**src/rtl/txq_pkg.sv**
```systemverilog
package txq_pkg;

    // Per-buffer control and status bits
    typedef struct packed {
        logic pend;   // awaiting transmission
        logic creq;   // cancel requested
        logic hold;   // add request parked during scan
        logic tdone;  // transmission occurred
        logic cdone;  // cancellation finished
    } slot_t;

    // Outcome reported by the protocol engine
    typedef enum logic [1:0] {
        FIN_NONE = 2'd0,
        FIN_OK   = 2'd1,
        FIN_FAIL = 2'd2
    } fin_e;

endpackage

```
**src/rtl/txq_slot.sv**
```systemverilog
module txq_slot
    import txq_pkg::*;
(
    input  logic  clk,
    input  logic  rst_n,
    input  logic  add_wr,
    input  logic  cxl_wr,
    input  logic  scan_busy,
    input  logic  merge,
    input  logic  on_bus,
    input  fin_e  fin,
    input  logic  no_retry,
    output slot_t st,
    output logic  pend_chg
);

    slot_t q, d;
    logic  pend_clr, pend_set, cdone_set, cancel_idle;

    always_comb begin
        d = q;
        // cancel of a buffer that is pending but not on the bus
        cancel_idle = !on_bus && q.creq && q.pend;
        pend_clr    = (fin == FIN_OK)
                   || ((fin == FIN_FAIL) && (q.creq || no_retry))
                   || cancel_idle;
        pend_set    = (add_wr && !scan_busy) || (q.hold && merge);
        cdone_set   = ((fin == FIN_OK) && q.creq)
                   || ((fin == FIN_FAIL) && (q.creq || no_retry))
                   || cancel_idle
                   || (cxl_wr && !q.pend && !on_bus);

        d.hold  = (q.hold && !merge) || (add_wr && scan_busy);
        d.pend  = (q.pend && !pend_clr) || pend_set;
        d.creq  = (q.creq || (cxl_wr && (q.pend || on_bus))) && !pend_clr;
        d.tdone = (q.tdone && !add_wr) || (fin == FIN_OK);
        d.cdone = (q.cdone && !add_wr) || cdone_set;
        pend_chg = d.pend != q.pend;
    end

    always_ff @(posedge clk or negedge rst_n) begin
        if (!rst_n) q <= '0;
        else        q <= d;
    end

    assign st = q;

endmodule

```
**src/rtl/txq_scan.sv**
```systemverilog
module txq_scan #(
    parameter int NBUF = 3,
    parameter int IDW  = 11,
    localparam int IDXW = (NBUF > 1) ? $clog2(NBUF) : 1
) (
    input  logic              clk,
    input  logic              rst_n,
    input  logic              start,
    input  logic [NBUF-1:0]   pend,
    input  logic [NBUF*IDW-1:0] ids,
    output logic              busy,
    output logic              done,
    output logic              res_v,
    output logic [IDXW-1:0]   res_idx
);

    localparam logic [IDXW-1:0] LAST = IDXW'(NBUF - 1);

    typedef struct packed {
        logic            busy;
        logic [IDXW-1:0] cnt;
        logic            best_v;
        logic [IDXW-1:0] best_idx;
        logic [IDW-1:0]  best_id;
        logic            res_v;
        logic [IDXW-1:0] res_idx;
    } scan_t;

    scan_t q, d;
    logic [IDW-1:0] cur_id;
    logic           take;

    always_comb begin
        d      = q;
        cur_id = ids[int'(q.cnt)*IDW +: IDW];
        // strict compare: equal identifiers keep the earlier (lower) index
        take   = pend[q.cnt] && (!q.best_v || (cur_id < q.best_id));
        if (start) begin
            d.busy   = 1'b1;
            d.cnt    = '0;
            d.best_v = 1'b0;
        end else if (q.busy) begin
            if (take) begin
                d.best_v   = 1'b1;
                d.best_idx = q.cnt;
                d.best_id  = cur_id;
            end
            if (q.cnt == LAST) begin
                d.busy    = 1'b0;
                d.res_v   = take || q.best_v;
                d.res_idx = take ? q.cnt : q.best_idx;
            end else begin
                d.cnt = q.cnt + 1'b1;
            end
        end
    end

    always_ff @(posedge clk or negedge rst_n) begin
        if (!rst_n) q <= '0;
        else        q <= d;
    end

    assign busy    = q.busy;
    assign done    = q.busy && (q.cnt == LAST);
    assign res_v   = q.res_v;
    assign res_idx = q.res_idx;

endmodule

```
**src/rtl/txq_irq.sv**
```systemverilog
module txq_irq #(
    parameter int NBUF = 3
) (
    input  logic [NBUF-1:0] tdone,
    input  logic [NBUF-1:0] tie,
    input  logic [NBUF-1:0] cdone,
    input  logic [NBUF-1:0] cfie,
    output logic            irq_tc,
    output logic            irq_cf
);

    always_comb begin
        irq_tc = |(tdone & tie);
        irq_cf = |(cdone & cfie);
    end

endmodule

```
**src/rtl/txq_tracker.sv**
```systemverilog
module txq_tracker
    import txq_pkg::*;
#(
    parameter int NBUF = 3,
    parameter int IDW  = 11,
    localparam int IDXW = (NBUF > 1) ? $clog2(NBUF) : 1
) (
    input  logic                clk,
    input  logic                rst_n,
    input  logic                add_we,
    input  logic [NBUF-1:0]     add_mask,
    input  logic                cxl_we,
    input  logic [NBUF-1:0]     cxl_mask,
    input  logic [NBUF*IDW-1:0] buf_ids,
    input  logic                no_retry,
    input  logic [NBUF-1:0]     tie_en,
    input  logic [NBUF-1:0]     cfie_en,
    input  logic                eng_start,
    input  logic                eng_ok,
    input  logic                eng_lost,
    input  logic                eng_err,
    output logic                sel_valid,
    output logic [IDXW-1:0]     sel_idx,
    output logic                tx_busy,
    output logic [IDXW-1:0]     busy_idx,
    output logic                scan_busy,
    output logic [NBUF-1:0]     pend,
    output logic [NBUF-1:0]     cxl_req,
    output logic [NBUF-1:0]     add_hold,
    output logic [NBUF-1:0]     tx_done,
    output logic [NBUF-1:0]     cxl_done,
    output logic                irq_tc,
    output logic                irq_cf
);

    typedef struct packed {
        logic            fly_v;
        logic [IDXW-1:0] fly_idx;
        logic            need;
    } top_t;

    top_t q, d;

    slot_t [NBUF-1:0] st;
    logic  [NBUF-1:0] pend_chg;
    logic  [NBUF-1:0] on_bus;
    fin_e  [NBUF-1:0] fin;
    logic             scan_done, scan_start, res_v, merge, start_acc, fin_any;
    logic [IDXW-1:0]  res_idx;

    always_comb begin
        merge      = scan_done || !scan_busy;
        scan_start = q.need && !scan_busy;
        sel_valid  = res_v && !scan_busy && !q.need && !q.fly_v
                  && pend[res_idx] && !cxl_req[res_idx];
        start_acc  = eng_start && sel_valid;
        fin_any    = q.fly_v && (eng_ok || eng_lost || eng_err);
        for (int i = 0; i < NBUF; i++) begin
            on_bus[i] = (q.fly_v && (q.fly_idx == IDXW'(i)))
                     || (start_acc && (res_idx == IDXW'(i)));
            if (q.fly_v && (q.fly_idx == IDXW'(i)) && eng_ok)
                fin[i] = FIN_OK;
            else if (q.fly_v && (q.fly_idx == IDXW'(i)) && (eng_lost || eng_err))
                fin[i] = FIN_FAIL;
            else
                fin[i] = FIN_NONE;
        end

        d = q;
        if (start_acc) begin
            d.fly_v   = 1'b1;
            d.fly_idx = res_idx;
        end else if (fin_any) begin
            d.fly_v = 1'b0;
        end
        d.need = (q.need && !scan_start) || (|pend_chg);
    end

    always_ff @(posedge clk or negedge rst_n) begin
        if (!rst_n) q <= '0;
        else        q <= d;
    end

    for (genvar g = 0; g < NBUF; g++) begin : g_slot
        txq_slot u_slot (
            .clk      (clk),
            .rst_n    (rst_n),
            .add_wr   (add_we && add_mask[g]),
            .cxl_wr   (cxl_we && cxl_mask[g]),
            .scan_busy(scan_busy),
            .merge    (merge),
            .on_bus   (on_bus[g]),
            .fin      (fin[g]),
            .no_retry (no_retry),
            .st       (st[g]),
            .pend_chg (pend_chg[g])
        );
        assign pend[g]     = st[g].pend;
        assign cxl_req[g]  = st[g].creq;
        assign add_hold[g] = st[g].hold;
        assign tx_done[g]  = st[g].tdone;
        assign cxl_done[g] = st[g].cdone;
    end

    txq_scan #(.NBUF(NBUF), .IDW(IDW)) u_scan (
        .clk    (clk),
        .rst_n  (rst_n),
        .start  (scan_start),
        .pend   (pend),
        .ids    (buf_ids),
        .busy   (scan_busy),
        .done   (scan_done),
        .res_v  (res_v),
        .res_idx(res_idx)
    );

    txq_irq #(.NBUF(NBUF)) u_irq (
        .tdone (tx_done),
        .tie   (tie_en),
        .cdone (cxl_done),
        .cfie  (cfie_en),
        .irq_tc(irq_tc),
        .irq_cf(irq_cf)
    );

    assign sel_idx  = res_idx;
    assign tx_busy  = q.fly_v;
    assign busy_idx = q.fly_idx;

endmodule

```
**config.mk**
```make
export PLATFORM = sky130hd
export DESIGN_NAME = txq_tracker
export DESIGN_NICKNAME = d
export VERILOG_FILES = /design/src/rtl/txq_pkg.sv /design/src/rtl/txq_slot.sv /design/src/rtl/txq_scan.sv /design/src/rtl/txq_irq.sv /design/src/rtl/txq_tracker.sv
export SDC_FILE = /design/constraint.sdc
export NUM_CORES = 1
export LEC_CHECK = 0
export CORE_MARGIN = 2
export CORE_UTILIZATION = 35
export CTS_CLUSTER_SIZE = 40
export DETAILED_ROUTE_END_ITERATION = 12
export GPL_TIMING_DRIVEN = 0
export PLACE_DENSITY = 0.68
export RECOVER_POWER = 50
export SYNTH_ARGS = -nofsm -noshare
export SYNTH_HDL_FRONTEND = slang
export SYNTH_SLANG_ARGS = --single-unit
export TNS_END_PERCENT = 20
```
**constraint.sdc**
```tcl
create_clock -name clk -period 4.05 [get_ports clk]
set_clock_uncertainty 0.15 [all_clocks]
set_input_delay 0.6075 -clock clk [delete_from_list [all_inputs] [get_ports clk]]
set_output_delay 0.6075 -clock clk [all_outputs]
set_load 0.02 [all_outputs]
```
Word-level counts from Yosys, hierarchy flattened
Cells that the tools add are included.
{ "totals": {"input_bits": 54, "out_inout_bits": 24, "wordCells": 224, "ff_bits": 39} }
{ "op_classes": {"addsub": 1, "n_shift": 1, "mux": 21, "bitwise_logic": 3, "reduce_logical": 154, "n_eq_ne": 15, "mul": 1, "order_cmp": 3} }
{ "ops": {"columns": ["cell", "count"], "rows": [
  ["logical AND 1 bit", 74],
  ["logical OR 1 bit", 49],
  ["indexed part select 33 x 32 -> 11 bit", 1],
  ["2-to-1 mux 20 bit", 1],
  ["logical NOT 1 bit", 19],
  ["2-to-1 mux 2 bit", 8],
  ["2-to-1 mux 14 bit", 1],
  ["equality test 2 bit, second input constant", 6],
  ["less-than comparator 11 bit", 1],
  ["equality test 2 x 1 -> 1 bit, second input constant", 5],
  ["OR reduction 3 bit", 3],
  ["bitwise AND 3 bit", 2],
  ["binary-select mux 1 bit (select 2 bit)", 3],
  ["less-than comparator 2 x 3 -> 1 bit, second input constant", 2],
  ["multiplier 2 x 4 -> 6 bit, second input constant", 1],
  ["2-to-1 mux 1 bit", 6],
  ["AND reduction 3 bit", 2],
  ["nonzero test 2 bit", 3],
  ["logical NOT 2 bit", 2],
  ["2-to-1 mux 4 bit", 1],
  ["AND reduction 2 bit", 2],
  ["2-to-1 mux 3 bit", 1],
  ["!= test 1 bit", 3],
  ["adder 2 x 1 -> 2 bit, second input constant", 1],
  ["2 further kinds", 2]
]} }

Longest topological paths before layout
{ "logic_depth": {"ltp_word": 19, "ltp_mapped": 13, "mapped_depth_nobuf": 10} }

Hierarchy
Synthesis repeated with hierarchy kept, for this count alone.
{ "hier_totals": {"cells_unflattened": 290, "area_unflattened_um2": 2781.4} }
{ "by_module_without_submodules": {"columns": ["module", "instances", "seq_area_each_um2", "cells_each", "area_each_um2"], "rows": [
  ["txq_scan", 1, 500.5, 148, 1472.7],
  ["txq_slot", 3, 125.1, 30, 300.3],
  ["txq_tracker", 1, 100.1, 48, 380.4],
  ["txq_irq", 1, 0.0, 4, 27.5]
]} }

Worst setup path before layout
Ideal clock, no wire load.
{ "synth_path": {"kind": "flip-flop to flip-flop", "start": "reg u_scan.q[17] (netlist bit)", "end": "reg u_scan.q[10] (netlist bit)", "required_time_ns": 3.775, "path_stages_with_launch": 13, "slack_ns": 0.991, "setup_time_ns": 0.125, "n_path_buf": 3, "t_arrival_ns": 2.784, "period_less_slack_ns": 3.059, "cell_sequence": "dfrtp_1 -> buf_6 -> clkbuf_1 -> mux2i_1 -> o21ai_0 -> ha_1 -> nand4_1 -> or3_1 -> a21oi_2 -> o31ai_4 -> nand2_2 -> buf_6 -> mux2_4"} }
{ "synth_between": {"elab_chain_cells": 6, "elab_cells_between_ends": 8, "classes_between": "mul: 1; order compare: 1; shift: 1; mux: 2; reduce/logical: 3"} }
{ "synth_lines": {"columns": ["element", "line", "text"], "rows": [
  ["from (decl)", "txq_scan.sv:29", "scan_t q, d;"],
  ["from (signal assigned)", "txq_scan.sv:59", "if (!rst_n) q <= '0;"],
  ["from (signal assigned)", "txq_scan.sv:60", "else q <= d;"],
  ["multiplier 2 x 4 -> 6 bit", "txq_scan.sv:35", "cur_id = ids[int'(q.cnt)*IDW +: IDW];"],
  ["indexed part select 33 x 32 -> 11 bit", "txq_scan.sv:35", null],
  ["named net u_scan.cur_id[8]", "txq_scan.sv:30", "logic [IDW-1:0] cur_id;"],
  ["less-than comparator 11 bit", "txq_scan.sv:37", "take = pend[q.cnt] && (!q.best_v || (cur_id < q.best_id));"],
  ["logical OR 1 bit", "txq_scan.sv:37", null],
  ["logical AND 1 bit", "txq_scan.sv:37", null],
  ["AND reduction 3 bit (no line)", null, null]
]} }
The timed path passes the listed nets, and every way through them passes these cells. The select of a mux whose other input is x is not followed.
A chain may end at the register's enable or synchronous reset.

Worst setup path after layout
{ "layout_path": {"start": "reg u_scan.q[18] (netlist bit)", "end": "reg u_scan.q[11] (netlist bit)"} }
{ "layout_between": {"elab_chain_cells": 6, "elab_cells_between_ends": 8, "classes_between": "mul: 1; order compare: 1; shift: 1; mux: 2; reduce/logical: 3"} }
{ "layout_lines": {"columns": ["element", "line"], "rows": [
  ["multiplier 2 x 4 -> 6 bit (*)", "txq_scan.sv:35"],
  ["indexed part select 33 x 32 -> 11 bit (*)", "txq_scan.sv:35"],
  ["named net u_scan.cur_id[8]", "txq_scan.sv:30"],
  ["less-than comparator 11 bit", "txq_scan.sv:37"],
  ["logical OR 1 bit", "txq_scan.sv:37"],
  ["logical AND 1 bit", "txq_scan.sv:37"],
  ["AND reduction 3 bit (no line)", null]
]} }
The timed path passes the listed nets; every way through them passes the cells marked *. The select of a mux whose other input is x is not followed.

==> metrics.md <==
| Metric | Value |
|---|---|
| Status | finished with violations |
| Failing checks | max-capacitance violations, max-slew violations |
| Largest family of logic cells by synthesized area | compound AO/OA/AOI/OAI gates |
| Initial antenna violation count | 0 |
| Port Buffers | 77 |
| GRT Total Usage | 16.80% |
| Peak supply drop | 0.2543 mV |
| Initial Util | between 30 and 40% |
| Setup Fix Bufs, Post-CTS | 0 |
| CP startpoint | u_scan.q[18] |
| Share of cells above drive strength 1 | 10.80% |
| Unrepaired setup endpoints after global routing | no |
| FFs w/ async S/R, synth | 100.0% |
| Mapped cell area | 2475 um^2 |
| Final worst path period share | a little under 90% |
| Inserted Diodes | 0 |
| CP Launch Type | flop |
| Buf/Inv on CP | 3 |
| Drt total wl | 6150 um |
| Critical Path End Type | flop |
| Synth warn | 0 |
| Power density cells | 722.4 nW/um^2 |
| Max Cap Viol | 1 |
| DR vias | about 2200 |
| Hold Path Origin | u_scan.res_v |
| Hold Fails Final Rpt | 0 |
| Post-synth EDFFs | 0 |
| Final Max Tran Viols | 40 |
| Dpl hpwl | 4685 um |
| Clk buf depth | 2 |
| I/O pins | 78 |
| Util after Layout | 50.44% |
| CTS Buf Count | 5 |
| Endpoints failing setup | 0 |
| Vias in the first global route | 2147 |
| CTS resizes | 0 |
| Setup TNS | 0 ns |
| Fmax achieved | 0.2855 GHz |
| Max incr delay on CP | 0.45 ns |
| Crit path kind | reg -> reg |
| Avg Vias per Cell | between 4 and 5 |
| Fill cell count | 668 |
| Routed wire length per instance | 13.73 um |
| Cell family with most CP delay | buffers and inverters |
| Core ar. | 6832 um^2 |
| First-pass GRT wire length | about 10000 um |
| Nets | 416 |
| Worst setup margin | ~0.55 ns |
| Mapped Cells | 266 |
| Die height | between 80 and 90 um |
| Area grow syn2layout | 39.23% |
| Simple-Gate Fraction of Synth Area | 17.75% |
| Most used cell, CP | clkbuf_1 |
| H-Tree Depth | 2 |
| 1st-iter DRT viols | 124 |
| Hold buffers post-CTS | 0 |
| FF+latch count, synth | 39 |
| Seq/Total Area, Yosys | 39.43% |
| Worst skew pair latency | approximately 0.29 ns |
| Mux share of post-synthesis cell area | 13.35% |
| Pre-CTS WS | 0.5139 ns |
| Num Clock Sinks | 39 |
| Net Count, Synth | 331 |
| Post-synthesis cell type count | 47 |
| CP max stage cell | clkbuf_1 |
| Slew Limit Headroom | -41.94% |
| Die width | 88.09 um |
| Critical Path AT | 3.53 ns |
| Synth area leaders | dfrtp_1, mux2_4, nand2_1 |
| Root Buffer | clkbuf_8 |
| Worst path required time | between 4 and 5 ns |
| Die area | 7760 um^2 |
| Post-synth top area share | 39.43% |
| Grt ovf | 0 |
| Min Hold Slack | roughly 0.33 ns |
| Compound-Gate Fraction of Synth Area | 18.10% |
| Routability cong. | between 0.7 and 0.8 |
| Row count | 30 |
| Reg-to-Reg Start | u_scan.q[18] |
| Top_reg_cell synth | dfrtp_1 |
| Slew @ Worst Pin | 2.129 ns |
| Largest net degree at the start of global routing | 40 |
| TritonRoute pass-1 iters | 4 |
| CP max FO | 10 |
| Clock transition at path regs | 0.08 ns |
| Static Leak | 1.532 nW |
| Xor/xnor cell area share of the yosys netlist | 0% |
| Syn_area_per_cell | ~9.3 um^2 |
| CTS tree | done |
| Residual DRC | 0 |
| Tmin final | 3.502 ns |
| Hold Path Class | reg -> reg |
| Post-synth top area cell | dfrtp_1 |
| Worst-path cell chain | clkbuf_1 -> clkbuf_1 -> o21ai_0 -> ha_1 -> nand4_1 -> or3_1 -> a21oi_2 -> o31ai_4 -> nand2_2 -> buf_6 -> mux2_4 |
| Synth Area in Adders | approximately 5.6% |
| Final ANT Viol Nets | 0 |
| Tot Pwr | 0.002489 W |
state kept, by name, summed over array words and instances, names as in the netlist:
register	count
u_scan.q	16
g_slot.u_slot.st	15
busy_idx	2
u_scan.res_idx	2
q	1
tx_busy	1
u_scan.busy	1
u_scan.res_v	1
through the flow:
stage | instances | area, um^2
final | 448 | 3446
after floorplan | 266 | 2475
after global placement | 439 | 3366
after global routing | 448 | 3446
after detailed placement | 440 | 3381
after CTS | 448 | 3462
metal layers:
layer	vias to the layer above	GRT usage, %	wire length (um)
met4	0	4.683	71
met2	67	29.34	2979
met1	1037	20.73	2733
li1	1119	-	-
met5	-	0	0
met3	6	4.053	366
cells in the mapped netlist, types with 2 or more instances:
| master | instances |
|---|---|
| ha_1 | 11 |
| a222oi_1 | 2 |
| a31oi_1 | 2 |
| dfrtp_1 | 39 |
| a21oi_1 | 22 |
| clkbuf_1 | 5 |
| o22ai_1 | 2 |
| and2_1 | 2 |
| and3_1 | 2 |
| inv_1 | 18 |
| mux2_4 | 11 |
| mux2_2 | 4 |
| buf_4 | 4 |
| or2_2 | 3 |
| o31ai_1 | 2 |
| nand4_1 | 3 |
| and3b_1 | 2 |
| buf_6 | 2 |
| or3_1 | 2 |
| a21o_1 | 2 |
| nor2_1 | 7 |
| nand3b_1 | 3 |
| nor2b_1 | 5 |
| nand3_1 | 2 |
| nand2b_1 | 8 |
| mux2i_1 | 12 |
| a32oi_1 | 3 |
| o21ai_0 | 24 |
| nor3_1 | 4 |
| nand2_1 | 41 |
cells by family (layout without fill, tap and decap cells):
group | after synthesis | after routing
buf+inv | 30 | 116
compound gates | 71 | 71
mux | 27 | 27
flops | 39 | 39
simple gates | 88 | 88
fa+ha+maj | 11 | 11
tightest hold or removal path, delay by kind of cell, from the launching register on:
| family | cells | cell delay [ns] |
|---|---|---|
| flops | 1 | 0.34 |
| compound gates | 1 | 0.06 |
| simple gates | 1 | 0.04 |
report_power, final:
group / total, W / switching (W) / internal (W)
registers: 0.000724 / 0.000161 / 0.000563
clock network: 0.000256 / 0.000135 / 0.000121
logic: 0.00151 / 0.000739 / 0.000770
final timing paths:
kind	to	slack, ns	cells past startpoint
min in group asynchronous	g_slot[2].u_slot.st[0]	0.87	2
max	u_scan.q[11]	0.55	11
max in group asynchronous	g_slot[2].u_slot.st[2]	1.65	2
min reg2reg	u_scan.res_v	0.33	2
max reg2reg	u_scan.q[11]	0.55	11
min	u_scan.res_v	0.33	2
layout make-up:
cell class | count | area, um^2 | share of cell area [%]
flip-flops and latches | 39 | 975.9 | 28.32
well taps | 96 | 120.1 | 3.486
plain buffers | 12 | 76.32 | 2.215
inverters | 18 | 67.56 | 1.961
repair buffers | 78 | 769.5 | 22.33
clock buffers | 7 | 76.32 | 2.215
multi-input cells | 197 | 1355 | 39.32
clock inverters | 1 | 5.005 | 0.1452
cells in the final DEF, fill, tap and decap left out, types with 3 or more instances in the layout:
cell type,n
clkdlybuf4s50_1,69
nand2_1,41
dfrtp_1,39
o21ai_0,25
a21oi_1,22
inv_1,18
mux2i_1,12
mux2_4,11
ha_1,11
clkbuf_1,8
nand2b_1,8
nor2_1,7
dlygate4sd3_1,7
nor2b_1,5
clkbuf_8,5
nor3_1,4
mux2_2,4
buf_4,4
or2_2,3
a32oi_1,3
nand3b_1,3
nand4_1,3
Power figures use the tool's default switching activity.
